## src/rtl/clkcfg_pkg.sv

```systemverilog
package clkcfg_pkg;

  localparam int unsigned BYTE_W = 8;

  typedef enum logic [2:0] {
    ST_IDLE,
    ST_ADDR,
    ST_ADDR_ACK,
    ST_WR,
    ST_WR_ACK,
    ST_RD,
    ST_RD_ACK,
    ST_HOLD
  } xfer_state_e;

  // Power-on contents of each configuration byte
  function automatic logic [BYTE_W-1:0] reg_reset_value(input int unsigned idx);
    logic [BYTE_W-1:0] v;
    case (idx)
      0:       v = 8'h0F;
      1, 2:    v = 8'hFF;
      5:       v = 8'h06;
      default: v = 8'h00;
    endcase
    return v;
  endfunction

endpackage

```

## src/rtl/i2c_line_sync.sv

```systemverilog
module i2c_line_sync #(
  parameter int STAGES = 2
) (
  input  logic clk,
  input  logic rst,
  input  logic scl_i,
  input  logic sda_i,
  output logic sda_lvl,
  output logic scl_rise,
  output logic scl_fall,
  output logic start_det,
  output logic stop_det
);

  localparam int LAST = STAGES - 1;

  logic [STAGES-1:0] scl_pipe;
  logic [STAGES-1:0] sda_pipe;
  logic              scl_q;
  logic              sda_q;
  logic              scl_now;
  logic              sda_now;

  assign scl_now = scl_pipe[LAST];
  assign sda_now = sda_pipe[LAST];

  always_ff @(posedge clk) begin
    if (rst) begin
      scl_pipe  <= '1;
      sda_pipe  <= '1;
      scl_q     <= 1'b1;
      sda_q     <= 1'b1;
      sda_lvl   <= 1'b1;
      scl_rise  <= 1'b0;
      scl_fall  <= 1'b0;
      start_det <= 1'b0;
      stop_det  <= 1'b0;
    end else begin
      scl_pipe  <= {scl_pipe[STAGES-2:0], scl_i};
      sda_pipe  <= {sda_pipe[STAGES-2:0], sda_i};
      scl_q     <= scl_now;
      sda_q     <= sda_now;
      sda_lvl   <= sda_now;
      scl_rise  <= ~scl_q & scl_now;
      scl_fall  <= scl_q & ~scl_now;
      start_det <= scl_q & scl_now & sda_q & ~sda_now;
      stop_det  <= scl_q & scl_now & ~sda_q & sda_now;
    end
  end

endmodule

```

## src/rtl/i2c_cfg_xfer.sv

```systemverilog
module i2c_cfg_xfer
  import clkcfg_pkg::*;
#(
  parameter int         NUM_REGS = 6,
  parameter logic [6:0] DEV_ADDR = 7'h69
) (
  input  logic                       clk,
  input  logic                       rst,
  input  logic                       sda_lvl,
  input  logic                       scl_rise,
  input  logic                       scl_fall,
  input  logic                       start_det,
  input  logic                       stop_det,
  input  logic [NUM_REGS*BYTE_W-1:0] rd_data,
  output logic                       sda_oe,
  output logic                       wr_en,
  output logic [$clog2(NUM_REGS)-1:0] wr_idx,
  output logic [BYTE_W-1:0]          wr_data
);

  localparam int REG_IDX_W = $clog2(NUM_REGS);
  localparam int WPOS_W    = $clog2(NUM_REGS + 3);
  localparam int RPOS_W    = $clog2(NUM_REGS + 2);

  localparam logic [WPOS_W-1:0] WR_FIRST  = WPOS_W'(2);
  localparam logic [WPOS_W-1:0] WR_END    = WPOS_W'(NUM_REGS + 2);
  localparam logic [RPOS_W-1:0] RD_LAST   = RPOS_W'(NUM_REGS + 1);
  localparam logic [BYTE_W-1:0] COUNT_BYTE = BYTE_W'(NUM_REGS);

  xfer_state_e         state;
  logic [3:0]          bit_cnt;
  logic [BYTE_W-1:0]   shreg;
  logic [BYTE_W-1:0]   txreg;
  logic                rw_q;
  logic                mack_q;
  logic [WPOS_W-1:0]   wr_pos;
  logic [RPOS_W-1:0]   rd_pos;
  logic [RPOS_W-1:0]   rd_next;
  logic [BYTE_W-1:0]   tx_sel;
  logic                oe_q;

  assign sda_oe = oe_q;

  // Next read position saturates one past the bank (returns released line)
  assign rd_next = (rd_pos == RD_LAST) ? rd_pos : rd_pos + RPOS_W'(1);

  always_comb begin
    tx_sel = 8'hFF;
    for (int k = 0; k < NUM_REGS; k++) begin
      if (rd_next == RPOS_W'(k + 1)) tx_sel = rd_data[k*BYTE_W +: BYTE_W];
    end
  end

  always_ff @(posedge clk) begin
    if (rst) begin
      state   <= ST_IDLE;
      bit_cnt <= 4'd0;
      shreg   <= '0;
      txreg   <= '0;
      rw_q    <= 1'b0;
      mack_q  <= 1'b0;
      wr_pos  <= '0;
      rd_pos  <= '0;
      oe_q    <= 1'b0;
      wr_en   <= 1'b0;
      wr_idx  <= '0;
      wr_data <= '0;
    end else begin
      wr_en <= 1'b0;
      if (start_det) begin
        state   <= ST_ADDR;
        bit_cnt <= 4'd0;
        oe_q    <= 1'b0;
      end else if (stop_det) begin
        state <= ST_IDLE;
        oe_q  <= 1'b0;
      end else begin
        case (state)
          ST_ADDR: begin
            if (scl_rise) begin
              shreg   <= {shreg[BYTE_W-2:0], sda_lvl};
              bit_cnt <= bit_cnt + 4'd1;
            end else if (scl_fall && bit_cnt == 4'd8) begin
              bit_cnt <= 4'd0;
              if (shreg[7:1] == DEV_ADDR) begin
                state <= ST_ADDR_ACK;
                oe_q  <= 1'b1;
                rw_q  <= shreg[0];
              end else begin
                state <= ST_HOLD;
              end
            end
          end
          ST_ADDR_ACK: begin
            if (scl_fall) begin
              if (rw_q) begin
                state  <= ST_RD;
                rd_pos <= '0;
                txreg  <= COUNT_BYTE;
                oe_q   <= ~COUNT_BYTE[7];
              end else begin
                state  <= ST_WR;
                wr_pos <= '0;
                oe_q   <= 1'b0;
              end
            end
          end
          ST_WR: begin
            if (scl_rise) begin
              shreg   <= {shreg[BYTE_W-2:0], sda_lvl};
              bit_cnt <= bit_cnt + 4'd1;
            end else if (scl_fall && bit_cnt == 4'd8) begin
              bit_cnt <= 4'd0;
              oe_q    <= 1'b1;
              state   <= ST_WR_ACK;
              if (wr_pos >= WR_FIRST && wr_pos < WR_END) begin
                wr_en   <= 1'b1;
                wr_idx  <= REG_IDX_W'(wr_pos - WR_FIRST);
                wr_data <= shreg;
              end
              if (wr_pos != WR_END) wr_pos <= wr_pos + WPOS_W'(1);
            end
          end
          ST_WR_ACK: begin
            if (scl_fall) begin
              oe_q  <= 1'b0;
              state <= ST_WR;
            end
          end
          ST_RD: begin
            if (scl_fall) begin
              if (bit_cnt == 4'd7) begin
                bit_cnt <= 4'd0;
                oe_q    <= 1'b0;
                state   <= ST_RD_ACK;
              end else begin
                bit_cnt <= bit_cnt + 4'd1;
                txreg   <= {txreg[BYTE_W-2:0], 1'b0};
                oe_q    <= ~txreg[6];
              end
            end
          end
          ST_RD_ACK: begin
            if (scl_rise) begin
              mack_q <= ~sda_lvl;
            end else if (scl_fall) begin
              if (mack_q) begin
                rd_pos <= rd_next;
                txreg  <= tx_sel;
                oe_q   <= ~tx_sel[7];
                state  <= ST_RD;
              end else begin
                state <= ST_HOLD;
              end
            end
          end
          default: ;
        endcase
      end
    end
  end

  AST_STOP_RELEASES: assert property (@(posedge clk) disable iff (rst)
    stop_det |=> !oe_q);

  AST_OE_ON_SCL_FALL: assert property (@(posedge clk) disable iff (rst)
    (oe_q != $past(oe_q)) |-> ($past(scl_fall) || $past(start_det) || $past(stop_det)));

  AST_HOLD_SILENT: assert property (@(posedge clk) disable iff (rst)
    (state == ST_HOLD) |-> !oe_q);

endmodule

```

## src/rtl/cfg_reg_bank.sv

```systemverilog
module cfg_reg_bank
  import clkcfg_pkg::*;
#(
  parameter int NUM_REGS = 6
) (
  input  logic                        clk,
  input  logic                        rst,
  input  logic                        wr_en,
  input  logic [$clog2(NUM_REGS)-1:0] wr_idx,
  input  logic [BYTE_W-1:0]           wr_data,
  output logic [NUM_REGS*BYTE_W-1:0]  cfg_o
);

  localparam int                    REG_IDX_W = $clog2(NUM_REGS);
  localparam logic [REG_IDX_W-1:0]  LAST_IDX  = REG_IDX_W'(NUM_REGS - 1);

  for (genvar g = 0; g < NUM_REGS; g++) begin : g_byte
    logic [BYTE_W-1:0] byte_q;
    always_ff @(posedge clk) begin
      if (rst) begin
        byte_q <= reg_reset_value(g);
      end else if (wr_en && wr_idx == REG_IDX_W'(g)) begin
        byte_q <= wr_data;
      end
    end
    assign cfg_o[g*BYTE_W +: BYTE_W] = byte_q;
  end

  AST_WR_IDX_RANGE: assert property (@(posedge clk) disable iff (rst)
    wr_en |-> (wr_idx <= LAST_IDX));

  AST_BANK_HOLD: assert property (@(posedge clk) disable iff (rst)
    !wr_en |=> $stable(cfg_o));

endmodule

```

## src/rtl/clkcfg_i2c_slave.sv

```systemverilog
module clkcfg_i2c_slave
  import clkcfg_pkg::*;
#(
  parameter int         NUM_REGS    = 6,
  parameter logic [6:0] DEV_ADDR    = 7'h69,
  parameter int         SYNC_STAGES = 2
) (
  input  logic                       clk,
  input  logic                       rst,
  input  logic                       scl_i,
  input  logic                       sda_i,
  output logic                       sda_oe_o,
  output logic [NUM_REGS*BYTE_W-1:0] cfg_o
);

  localparam int REG_IDX_W = $clog2(NUM_REGS);

  logic                 sda_lvl;
  logic                 scl_rise;
  logic                 scl_fall;
  logic                 start_det;
  logic                 stop_det;
  logic                 wr_en;
  logic [REG_IDX_W-1:0] wr_idx;
  logic [BYTE_W-1:0]    wr_data;

  i2c_line_sync #(
    .STAGES(SYNC_STAGES)
  ) sync_i (
    .clk      (clk),
    .rst      (rst),
    .scl_i    (scl_i),
    .sda_i    (sda_i),
    .sda_lvl  (sda_lvl),
    .scl_rise (scl_rise),
    .scl_fall (scl_fall),
    .start_det(start_det),
    .stop_det (stop_det)
  );

  i2c_cfg_xfer #(
    .NUM_REGS(NUM_REGS),
    .DEV_ADDR(DEV_ADDR)
  ) xfer_i (
    .clk      (clk),
    .rst      (rst),
    .sda_lvl  (sda_lvl),
    .scl_rise (scl_rise),
    .scl_fall (scl_fall),
    .start_det(start_det),
    .stop_det (stop_det),
    .rd_data  (cfg_o),
    .sda_oe   (sda_oe_o),
    .wr_en    (wr_en),
    .wr_idx   (wr_idx),
    .wr_data  (wr_data)
  );

  cfg_reg_bank #(
    .NUM_REGS(NUM_REGS)
  ) bank_i (
    .clk    (clk),
    .rst    (rst),
    .wr_en  (wr_en),
    .wr_idx (wr_idx),
    .wr_data(wr_data),
    .cfg_o  (cfg_o)
  );

endmodule

```

## config.mk

```make
export PLATFORM = sky130hd
export DESIGN_NAME = clkcfg_i2c_slave
export DESIGN_NICKNAME = d
export VERILOG_FILES = /design/src/rtl/clkcfg_pkg.sv /design/src/rtl/i2c_line_sync.sv /design/src/rtl/i2c_cfg_xfer.sv /design/src/rtl/cfg_reg_bank.sv /design/src/rtl/clkcfg_i2c_slave.sv
export SDC_FILE = /design/constraint.sdc
export NUM_CORES = 1
export LEC_CHECK = 0
export BUFFER_PORTS_ARGS = -buffer_cell sky130_fd_sc_hd__buf_2
export CORE_ASPECT_RATIO = 0.7
export CORE_MARGIN = 4
export CORE_UTILIZATION = 55
export CTS_CLUSTER_DIAMETER = 150
export DETAILED_ROUTE_END_ITERATION = 6
export MAX_ROUTING_LAYER = met4
export PLACE_DENSITY = 0.76
export SYNTH_ARGS = -nofsm -noshare
export SYNTH_HDL_FRONTEND = slang
export SYNTH_HIERARCHICAL = 1
export SYNTH_SLANG_ARGS = --single-unit
```

## constraint.sdc

```tcl
create_clock -name clk -period 2.5 [get_ports clk]
set_input_delay 0.5 -clock clk [delete_from_list [all_inputs] [get_ports clk]]
set_output_delay 0.5 -clock clk [all_outputs]
set_load 0.02 [all_outputs]
```

# == After elaboration in Yosys (flattened, before gate mapping) ==
# Cells that the tools add are included.
# classes
n_eq_ne,49
n_reduce_logical,30
muxes,63
order_cmp,2
add_sub_neg,4
n_bitwise,18
# ops
op,count
$mux 3,18
$mux 7,7
$mux 8,6
$mux 4,9
$ne 4x4->1 const B,8
$eq 3x3->1 const B,9
$reduce_and 11->1,2
$pmux 7 s3,1
$eq 3x2->1 const B,6
$ne 2x2->1 const B,9
$pmux 3 s6,1
$mux 1,16
$pmux 4 s2,2
$reduce_and 8->1,2
$ne 2x1->1 const B,7
$ne 4x3->1 const B,3
$reduce_and 12->1,1
$reduce_and 4->1,3
$reduce_and 6->1,2
$not 1->1,11
$reduce_and 10->1,1
$eq 3x1->1 const B,3
$add 4x1->4 const B,2
$logic_and 1x1->1,8
other kinds (20),29
# totals
in_bits,4
reg_bits,102

# == Logic depth before layout (Yosys ltp) ==
# depth
word_depth,14
ltp_mapped,8
ltp_nobuf,7

# == By module ==
# The synthesis kept the hierarchy.
# by_module_without_submodules
module,cells_each,area_per_inst_um2,n_inst
i2c_cfg_xfer,371,2972.9,1
cfg_reg_bank,179,1895.6,1
i2c_line_sync,22,300.3,1

# == Least setup slack after synthesis ==
# No wires, ideal clock.
# synth_timing
kind,reg-to-reg
from,reg xfer_i.rd_pos[0]
to,reg xfer_i.txreg[1]
setup_slack_ns,0.618
required_time_ns,2.368
arrival_ns,1.749
stages_incl_launch_ff,8
setup_ns,0.132
synth_period_minus_slack_ns,1.882
path_cell_list,dfxtp_1 inv_1 ha_1 nor2b_1 clkbuf_1 o21ai_0 a221oi_1 nor3_1
# synth_via
elab_chain_len,13
elab_cells_between_ends,19
cone_classes,add/sub (1); eq/ne (7); mux (11)
# synth_rtl
element,line,source
start: declaration,i2c_cfg_xfer.sv:37,logic [RPOS_W-1:0] rd_pos;
start signal: assignment,i2c_cfg_xfer.sv:148,rd_pos <= rd_next;
$add 3x1->3 or $eq 3x3->1 (tied branches),i2c_cfg_xfer.sv:45,assign rd_next = (rd_pos == RD_LAST) ? rd_pos : rd_pos + RPOS_W'(1);
$mux 3 *,i2c_cfg_xfer.sv:45,
$eq 3x1->1,i2c_cfg_xfer.sv:50,if (rd_next == RPOS_W'(k + 1)) tx_sel = rd_data[k*BYTE_W +: BYTE_W];
$mux 8 (5 in series),i2c_cfg_xfer.sv:50,
$mux 8 *,i2c_cfg_xfer.sv:50,
$mux 7 *,i2c_cfg_xfer.sv:147,if (mack_q) begin
$mux 7 *,i2c_cfg_xfer.sv:146,end else if (scl_fall) begin
$mux 7 *,i2c_cfg_xfer.sv:144,if (scl_rise) begin
$pmux 7 s3 *,i2c_cfg_xfer.sv:78,case (state)
end signal: assignment,i2c_cfg_xfer.sv:138,"txreg <= {txreg[BYTE_W-2:0], 1'b0};"
end signal: assignment,i2c_cfg_xfer.sv:149,txreg <= tx_sel;
end: declaration,i2c_cfg_xfer.sv:33,logic [BYTE_W-1:0] txreg;
# Mark *: on every way between the ends. The rest lies on a longest branch, timed or not. The select of a mux whose other input is x is not followed.
# A chain may end at the register's enable or synchronous reset.

# == Worst setup path in the final report ==
# layout_timing
from,reg xfer_i.rd_pos[0]
to,reg xfer_i.txreg[4]
# The elaborated chain is that of the path after synthesis.

==> out/qor.yml <==
globalplace.congestion: 0.931
cp-end-kind: "flip-flop"
ys_types: 77
cp-start-kind: "flip-flop"
clock-skew-final_ns: 0.00808
power_leakage_uw: 0.00235
cts.sinks: 102
numCtsBuffers: 9
die_h_um: 89.1
cellPowerDensity_nw_per_um2: 649
postCtsHoldBufs: 0
die_x_um: 124
setup_viol: 0
clock.fmax_mhz: 432
dpl.hpwl_um: 9360
slew_headroom_pct: 46.6
ys.flop_type: "dfxtp_1"
path_clk_slew_ns: 0.07
crit_type: "flip-flop to flip-flop"
required_ns: 2.75
slowest_stage: "dfxtp_1"
drv_cap: 0
nFillCells: 797
holdWs_ns: 0.322
tightestPinTransition_ns: 0.796
min_period_ns: 2.31
clockRootBuffer: "clkbuf_16"
drive_above_1_share_pct: 16.9
critPathArrivalTime_ns: 2.56
vdd_drop_max_mv: 0.451
ant_nets: 0
stdcell_count: 738
drc: 0
die_area_sq_um: 11000
syn-num-nets: 585
vias: 4418
first_pass_iters: 5
wl_um: 13300
finalSetupTns_ns: 0
layout_setup_ws_ns: 0.188
reg2reg_slack_ns: 0.19
cts_tree: "built"
cts_buffer_depth: 2
grt_use_total_pct: 25.8
max_stage_delay_ns: 0.49
diodes: 0
syn_area_per_cell_sq_um: 9.04
final_util_pct: 63.3
status: "finished clean"
vias_per_cell: 5.99
rows: 29
hp-class: "input port to flip-flop"
pre_cts_ws_ns: 0.328
synthCells: 572
grt_overflow: 0
ys_seq_area_share_pct: 39.5
finalCritPeriodShare_pct: 92.5
slew_violations: 0
synth_edf_count: 0
grt_pass1_wl_um: 21400
cts.htree.levels: 3
grt_pass1_vias: 3965
rsz0062_at_grt: "false"
post_cts_buffers: 0
syn-cell-area_sq_um: 5170
final_hold_viol_count: 0
final_cell_mix: "dfxtp_1, nor2_1, mux2i_1"
worstSkewPairLatency_ns: 0.36
cts_resized: 0
yosysWarnings: 6
drtIter0Drc: 450
area_growth_pct: 11.6
core_sq_um: 9110
initial_utilization_pct: 56.8
portBuffers: 52
routed_wire_length_per_instance_um: 18.1
synthArstFlopShare_pct: 0
path_max_fanout: 11
antenna_found_initial: 0
layout_commonest_cell: "dfxtp_1"
worstPathCellList: "inv_1 -> ha_1 -> nand2b_1 -> o22ai_1 -> o21ai_0 -> a31oi_1 -> a311oi_1"
io_pins: 53
ys_ff_latch: 102
grt_max_degree: 116
fin_nets: 622
placedCellCount: 722
cell families (layout without fill, tap and decap cells):
kind of cell / Yosys count / in the layout / share of synthesized area (%)
mux: 73 / 73 / 14.1
simple gates: 213 / 213 / 23.5
xor+xnor: 1 / 1 / 0.169
compound gates: 115 / 115 / 15.1
flops: 102 / 102 / 39.5
fa+ha+maj: 9 / 9 / 2.18
buf+inv: 59 / 101 / 5.37
final timing paths:
kind | cells after the start | from | endpoint
max | 7 | xfer_i/rd_pos[0] | xfer_i/txreg[4]
min | 2 | scl_i | sync_i/scl_pipe[0]
max reg2reg | 7 | xfer_i/rd_pos[0] | xfer_i/txreg[4]
min reg2reg | 1 | sync_i/sda_pipe[0] | sync_i/sda_pipe[1]
synth_stat cells (all sizes together) (3+ instances only):
library cell	n	area, sq um
dfxtp	102	2040
nor2	75	287
mux2i	73	731
nand2b	44	275
a21oi	31	155
buf	23	143
o21ai	23	115
inv	22	82.6
nand2	18	70.1
nand3	14	82.6
clkbuf	13	48.8
or2	12	75.1
ha	9	113
o22ai	9	56.3
nor3	8	51.3
a211oi	6	55.1
nand4b	6	52.6
nor2b	6	37.5
a311oi	5	43.8
a31oi	5	37.5
nand3b	4	42.5
o41ai	4	35.0
a221oi	3	26.3
a22oi	3	22.5
and3	3	18.8
and3b	3	26.3
nor3b	3	32.5
o2111ai	3	26.3
o221ai	3	26.3
o32ai	3	33.8
layout make-up:
cell class                 count  area (sq um)  area share (%)
multi-input combinational    411          2860            49.5
sequential                   102          2040            35.4
timing repair buffer          62           348            6.03
clock buffer                   9           225            3.91
tap                          124           155            2.69
inverter                      23          86.3            1.50
clock inverter                 7          55.1           0.955
sequential cells by signal (all words and copies together), names as in the netlist, 4 cells and up:
name                  cells
bank_i/g_byte.byte_q     48
xfer_i/bit_cnt            4
xfer_i/wr_data            8
xfer_i/txreg              7
xfer_i/shreg              8
xfer_i/wr_pos             4
routing by layer:
layer  GRT usage, %  vias up  part of all wire [%]
li1               -     2105                     -
met1           37.9     2117                    49
met2           35.7      179                    43
met3           6.14       17                   7.3
met4           5.83        0                   1.1
met5              -        -                     0
metrics by stage:
step / power [uW] / instance area (sq um)
3_3_place_gp: 2390 / 5490
2_1_floorplan: 2310 / 5170
3_5_place_dp: 2410 / 5490
4_1_cts: 3740 / 5770
6_report: 3740 / 5770
5_1_grt: 3910 / 5770
power breakdown:
part           switching, uW  leakage, uW  internal, uW
combinational            358      0.00139           266
clock                    664     0.000138           688
sequential              98.7     0.000824          1670
worst max-delay path, delay by kind of cell, from the launching register on:
kind	cells	cell delay, ns
adder cells (fa/ha/maj)	1	0.23
AO/OA/AOI/OAI	4	1.02
buffers and inverters	1	0.12
flip-flops	1	0.49
AND/OR/NAND/NOR	1	0.34
No activity file was read; power rests on OpenSTA's default activity.
